`src/rtl/ifill_pd_pkg.sv`:
```
package ifill_pd_pkg;

   localparam int BYTE_W = 8;
   localparam int MARK_W = 5;
   localparam int LANE_W = BYTE_W + MARK_W;
   localparam int LEN_W  = 4;
   localparam int OWE_W  = 4;

   typedef enum logic [1:0] {
      PH_HEAD  = 2'd0,
      PH_MODRM = 2'd1,
      PH_SIB   = 2'd2,
      PH_TAIL  = 2'd3
   } ph_t;

   // Parse state handed from byte to byte and from beat to beat.
   typedef struct packed {
      ph_t              ph;
      logic [LEN_W-1:0] len;   // bytes already consumed by this instruction
      logic [OWE_W-1:0] owe;   // bytes still owed after the current field
      logic             kind;  // opcode bit 2: memory form writes back
      logic [1:0]       ops;   // operation count minus one
   } pd_state_t;

   // Marker bits as stored above the byte: {cnt, opc, fin, beg}.
   typedef struct packed {
      logic [1:0] cnt;
      logic       opc;
      logic       fin;
      logic       beg;
   } pd_mark_t;

   localparam pd_state_t ST_IDLE = '{ph: PH_HEAD, len: '0, owe: '0, kind: 1'b0, ops: 2'd0};
   localparam pd_mark_t  MK_BAD  = '{cnt: 2'd3, opc: 1'b1, fin: 1'b1, beg: 1'b1};

   function automatic logic is_prefix(input logic [BYTE_W-1:0] b);
      return b[7:2] == 6'b111100;
   endfunction

   function automatic logic [OWE_W-1:0] imm_bytes(input logic [1:0] code);
      unique case (code)
         2'd0: return OWE_W'(0);
         2'd1: return OWE_W'(1);
         2'd2: return OWE_W'(2);
         default: return OWE_W'(4);
      endcase
   endfunction

   function automatic logic [OWE_W-1:0] disp_bytes(input logic [1:0] mode, input logic [2:0] base);
      if (mode == 2'd1)                      return OWE_W'(1);
      else if (mode == 2'd2)                 return OWE_W'(4);
      else if (mode == 2'd0 && base == 3'd5) return OWE_W'(4);
      else                                   return OWE_W'(0);
   endfunction

endpackage

```
`src/rtl/predec_step.sv`:
```
module predec_step
   import ifill_pd_pkg::*;
#(
   parameter int MAX_LEN = 15
) (
   input  pd_state_t          st_i,
   input  logic [BYTE_W-1:0]  byte_i,
   input  logic               act_i,
   output pd_state_t          st_o,
   output pd_mark_t           mk_o
);

   logic             done;
   logic [OWE_W-1:0] tot;
   logic [1:0]       mode;
   logic [2:0]       base;

   assign mode = byte_i[7:6];
   assign base = byte_i[2:0];

   always_comb begin
      st_o = st_i;
      mk_o = '0;
      done = 1'b0;
      tot  = '0;
      if (!act_i) begin
         st_o = ST_IDLE;
      end else if (st_i.len == LEN_W'(MAX_LEN)) begin
         mk_o = MK_BAD;
         st_o = ST_IDLE;
      end else begin
         mk_o.beg = (st_i.ph == PH_HEAD) && (st_i.len == '0);
         st_o.len = st_i.len + 1'b1;
         unique case (st_i.ph)
            PH_HEAD: begin
               if (!is_prefix(byte_i)) begin
                  mk_o.opc  = 1'b1;
                  st_o.kind = byte_i[2];
                  st_o.owe  = imm_bytes(byte_i[1:0]);
                  st_o.ops  = 2'd0;
                  if (!byte_i[7])                       st_o.ph = PH_MODRM;
                  else if (imm_bytes(byte_i[1:0]) == '0) done   = 1'b1;
                  else                                  st_o.ph = PH_TAIL;
               end
            end
            PH_MODRM: begin
               tot      = st_i.owe + disp_bytes(mode, base);
               st_o.owe = tot;
               st_o.ops = (mode == 2'd3) ? 2'd0 : (st_i.kind ? 2'd3 : 2'd1);
               if (mode != 2'd3 && base == 3'd4) st_o.ph = PH_SIB;
               else if (tot == '0)               done    = 1'b1;
               else                              st_o.ph = PH_TAIL;
            end
            PH_SIB: begin
               if (st_i.owe == '0) done    = 1'b1;
               else                st_o.ph = PH_TAIL;
            end
            PH_TAIL: begin
               st_o.owe = st_i.owe - 1'b1;
               if (st_i.owe == OWE_W'(1)) done = 1'b1;
            end
         endcase
         if (done) begin
            mk_o.fin = 1'b1;
            mk_o.cnt = st_o.ops;
            st_o     = ST_IDLE;
         end
      end
   end

endmodule

```
`src/rtl/predec_carry.sv`:
```
module predec_carry
   import ifill_pd_pkg::*;
(
   input  logic      clk,
   input  logic      rst,
   input  logic      in_vld,
   input  logic      rs_req,
   input  pd_state_t nxt_i,
   output pd_state_t cur_o
);

   always_ff @(posedge clk) begin
      if (rst)         cur_o <= ST_IDLE;
      else if (in_vld) cur_o <= nxt_i;
      else if (rs_req) cur_o <= ST_IDLE;
   end

   p_flush_idle_r10: assert property (@(posedge clk) disable iff (rst)
      (rs_req && !in_vld) |=> (cur_o == ST_IDLE));

   p_hold_idle_r11: assert property (@(posedge clk) disable iff (rst)
      (!rs_req && !in_vld) |=> $stable(cur_o));

   p_tail_owes_r7: assert property (@(posedge clk) disable iff (rst)
      (cur_o.ph == PH_TAIL) |-> (cur_o.owe != '0));

endmodule

```
`src/rtl/ifill_predecode.sv`:
```
module ifill_predecode
   import ifill_pd_pkg::*;
#(
   parameter int LANES   = 8,
   parameter int MAX_LEN = 15,
   parameter bit REG_OUT = 1'b1,
   localparam int OFF_W  = (LANES > 1) ? $clog2(LANES) : 1
) (
   input  logic                      clk,
   input  logic                      rst,
   input  logic                      in_vld,
   input  logic [LANES*BYTE_W-1:0]   in_bytes,
   input  logic                      rs_req,
   input  logic [OFF_W-1:0]          rs_off,
   output logic                      out_vld,
   output logic [LANES*LANE_W-1:0]   out_lanes
);

   if (LANES < 1) begin : g_bad_lanes
      $error("ifill_predecode: LANES must be at least 1");
   end
   if (MAX_LEN < 2 || MAX_LEN >= (1 << LEN_W)) begin : g_bad_len
      $error("ifill_predecode: MAX_LEN must fit the length counter");
   end

   pd_state_t                  chain [LANES+1];
   pd_state_t                  carry;
   pd_mark_t                   mk    [LANES];
   logic                       act   [LANES];
   logic [LANES*LANE_W-1:0]    lane_d;

   assign chain[0] = rs_req ? ST_IDLE : carry;

   for (genvar i = 0; i < LANES; i++) begin : g_lane
      assign act[i] = !(rs_req && (int'(rs_off) > i));
      predec_step #(.MAX_LEN(MAX_LEN)) u_step (
         .st_i   (chain[i]),
         .byte_i (in_bytes[i*BYTE_W +: BYTE_W]),
         .act_i  (act[i]),
         .st_o   (chain[i+1]),
         .mk_o   (mk[i])
      );
      assign lane_d[i*LANE_W +: LANE_W] = {mk[i], in_bytes[i*BYTE_W +: BYTE_W]};
   end

   predec_carry u_carry (
      .clk    (clk),
      .rst    (rst),
      .in_vld (in_vld),
      .rs_req (rs_req),
      .nxt_i  (chain[LANES]),
      .cur_o  (carry)
   );

   if (REG_OUT) begin : g_reg_out
      always_ff @(posedge clk) begin
         if (rst) begin
            out_vld   <= 1'b0;
            out_lanes <= '0;
         end else begin
            out_vld <= in_vld;
            if (in_vld) out_lanes <= lane_d;
         end
      end

      p_out_follows_r2: assert property (@(posedge clk) disable iff (rst)
         in_vld |=> out_vld);

      p_out_quiet_r11: assert property (@(posedge clk) disable iff (rst)
         !in_vld |=> !out_vld);

      for (genvar i = 0; i < LANES; i++) begin : g_chk
         p_low_lanes_r9: assert property (@(posedge clk) disable iff (rst)
            (in_vld && rs_req && (int'(rs_off) > i))
               |=> (out_lanes[i*LANE_W+BYTE_W +: MARK_W] == '0));

         p_cnt_on_end_r6: assert property (@(posedge clk) disable iff (rst)
            (out_vld && !out_lanes[i*LANE_W+BYTE_W+1])
               |-> (out_lanes[i*LANE_W+BYTE_W+3 +: 2] == 2'b00));
      end
   end else begin : g_comb_out
      assign out_vld   = in_vld;
      assign out_lanes = lane_d;
   end

endmodule

```
`config.mk`:
```
export PLATFORM = sky130hd
export DESIGN_NAME = ifill_predecode
export DESIGN_NICKNAME = d
export VERILOG_FILES = /design/src/rtl/ifill_pd_pkg.sv /design/src/rtl/predec_step.sv /design/src/rtl/predec_carry.sv /design/src/rtl/ifill_predecode.sv
export SDC_FILE = /design/constraint.sdc
export NUM_CORES = 1
export LEC_CHECK = 0
export ABC_CLOCK_PERIOD_IN_PS = 29800
export CORE_AREA = 5 5 140 142
export DETAILED_ROUTE_END_ITERATION = 16
export DIE_AREA = 0 0 145 147
export PLACE_DENSITY = 0.87
export SLEW_MARGIN = 25
export SYNTH_ARGS = -nofsm -noshare
export SYNTH_HDL_FRONTEND = slang
export SYNTH_HIERARCHICAL = 1
export SYNTH_SLANG_ARGS = --single-unit
```
`constraint.sdc`:
```
create_clock -name clk -period 29.8 [get_ports clk]
set_input_delay 4.47 -clock clk [delete_from_list [all_inputs] [get_ports clk]]
set_output_delay 4.47 -clock clk [all_outputs]
set_load 0.02 [all_outputs]
```
==> flow_metrics.tcl <==
set metrics [dict create \
    ys_seq_area_share_pct 22.3 \
    tightestPinTransition_ns 1.07 \
    clock_path_buffers 2 \
    ys_seq_elements 118 \
    slew_headroom_pct 28.1 \
    grt_pass1_vias 9395 \
    clock_sinks 118 \
    fin_worst_skew_ns 0.0123 \
    drive_gt1_share_pct 14.6 \
    post_cts_buffers 0 \
    wl_per_cell_um 18.4 \
    cts_tree "built" \
    cpMostUsedCell "ha_1" \
    drt_pass1_iterations 6 \
    synthCells 1225 \
    place_area_um2 12100 \
    cts_buffers 17 \
    grt_overflow 0 \
    clockRootBuffer "clkbuf_16" \
    area_delta_synth_final_pct 20.2 \
    ys_warn_count 6 \
    grt_usage_pct 26.8 \
    die_area_um2 21300 \
    cp_max_fo 22 \
    min_period_ns 20.82 \
    avgSynthCellArea_um2 8.63 \
    required_ns 30.06 \
    die_w_um 145 \
    num_vias 9964 \
    grt_pass1_wl_mm 48.5 \
    path_class "input pin to register" \
    synth_edf_count 0 \
    cp_slowest_cell "nor2_1" \
    maxCapViolCount 0 \
    viasPerCell 6.21 \
    setup_violations 0 \
    max-vdd-ir-drop_mv 0.147 \
    layout_commonest_cell "clkdlybuf4s50_1" \
    max_freq_mhz 48.0 \
    coreArea_um2 18300 \
    drt_wl_total_mm 29.5 \
    slew_viol_final 0 \
    antenna_left 0 \
    synth-main-ff-cell "dfxtp_1" \
    cellLeakagePower_nw 5.07 \
    syn_area_um2 10600 \
    clock_latency_ns 0.43 \
    design_area_um2 12700 \
    critPathArrivalTime_ns 21.09 \
    fin_crit_sh_pct 69.9 \
    num-fill-cells 1471 \
    cts.clk_slew.worst_paths_ns 0.06 \
    status "completed" \
    nNetsFinal 1484 \
    worstHoldPathType "register to register" \
    tns_ns 0 \
    slowest_delay_ns 0.82 \
    start_kind "input pin" \
    cts_hold_buf 0 \
    most-common-layout-cells "173 x clkdlybuf4s50_1, 167 x nor2_1, 121 x mux2i_1" \
    hold_viol 0 \
    diodes 0 \
    chipHeight_um 147 \
    hpwl_mm 22.2 \
    cts_resized 0 \
    async_flop_share_pct 0 \
    ios 176 \
    ys_types 66 \
    crit_path_end_kind "register" \
    drc 0 \
    std_cell_rows 50 \
    grt_antenna_before_repair 0 \
    cellPowerDensity_nw_per_um2 135 \
    htreeDepth 4 \
    initial_core_util_pct 57.7 \
    io_buffers 175 \
    rsz0062_at_grt "false" \
    grt_max_degree 86 \
    gp_congestion 0.987 \
    initialDrtViolationCount 878 \
]
==> metal layers <==
layer,track usage (%),vias to the layer above,part of all wire [%]
met5,0,-,0
met1,34.5,4706,43
met3,5.86,62,6.7
met4,8.38,0,2.6
li1,-,4781,-
met2,44.8,415,48
==> worst max-delay path, delay by kind of cell <==
| family | cells | cell delay (ns) |
|---|---|---|
| buffers and inverters | 1 | 0.77 |
| adder cells (fa/ha/maj) | 14 | 4.07 |
| multiplexers | 1 | 0.41 |
| AO/OA/AOI/OAI | 16 | 3.40 |
| AND/OR/NAND/NOR | 18 | 7.93 |
==> cells by family (layout without fill, tap and decap cells) <==
group / count (synthesis) / after routing / synth area share, %
and+or+nand+nor: 460 / 460 / 27.2
AOI/OAI and AO/OA: 280 / 280 / 21.1
muxes: 129 / 129 / 12.3
DFF: 118 / 118 / 22.3
buffers and inverters: 149 / 293 / 7.77
adders and majority gates: 56 / 56 / 6.63
other: 1 / 2 / 0.0355
xor gates and xnor gates: 32 / 32 / 2.65
==> cell usage after synthesis (all sizes together) (8+ instances only) <==
cell type / count / share of area [%]
o21a: 8 / 0.57
ha: 56 / 6.6
a211oi: 23 / 2.3
o2111ai: 14 / 1.2
a311oi: 8 / 1.1
dfxtp: 118 / 22
nor2: 171 / 6.1
nor2b: 16 / 0.95
nor3: 79 / 6.1
nand3: 56 / 2.7
nor4b: 8 / 1.1
a21oi: 38 / 1.8
clkbuf: 22 / 0.78
o31ai: 25 / 1.8
a22oi: 8 / 0.57
o32ai: 12 / 1.7
xor2: 17 / 1.4
a31oi: 24 / 1.4
inv: 84 / 3.0
nand2: 40 / 1.4
nand4: 22 / 1.7
buf: 43 / 4.0
nand4bb: 8 / 2.1
nor3b: 22 / 2.6
and3: 16 / 0.95
xnor2: 15 / 1.2
o21ai: 55 / 2.6
mux2: 8 / 0.85
mux2i: 121 / 11
o211ai: 29 / 2.7
==> state kept, by name (all words and copies together), names as in the netlist <==
| name | cells |
|---|---|
| out_lanes | 104 |
| u_carry/cur_o | 13 |
| out_vld | 1 |
==> final timing paths <==
kind                startpoint                end  slack (ns)  cells after the start
max                     rs_req   u_carry/cur_o[6]        8.98                     50
min          u_carry/cur_o[12]  u_carry/cur_o[12]        0.47                      2
max reg2reg  u_carry/cur_o[11]   u_carry/cur_o[6]       13.64                     49
min reg2reg  u_carry/cur_o[12]  u_carry/cur_o[12]        0.47                      2
==> power breakdown <==
part / total (W) / internal (W) / switching (W)
sequential: 0.000183 / 0.000175 / 0.00000758
combinational: 0.00133 / 0.000506 / 0.000820
clock: 0.000200 / 0.000122 / 0.0000783
total: 0.00171 / 0.000804 / 0.000906
==> stage by stage <==
step	hold WS [ns]	power [W]	instances	util, %	setup WS, ns
3_3_place_gp	0.465	0.00145	1572	66.2	8.41
3_5_place_dp	0.464	0.00147	1572	66.2	7.78
2_1_floorplan	0.447	0.00125	1226	-	13.26
5_1_grt	0.497	0.00185	1604	69.3	7.81
6_report	0.473	0.00171	1604	69.3	8.98
4_1_cts	0.473	0.00168	1604	69.2	8.10
==> cell type report <==
| class | count | area (um^2) | area share (%) |
|---|---|---|---|
| Multi-Input combinational cell | 959 | 7400 | 58.3 |
| Sequential cell | 118 | 2360 | 18.6 |
| Timing Repair Buffer | 177 | 1770 | 13.9 |
| Clock buffer | 18 | 429 | 3.38 |
| Inverter | 84 | 315 | 2.48 |
| Tap cell | 234 | 293 | 2.30 |
| Clock inverter | 14 | 136 | 1.07 |
Power figures use the tool's default switching activity.
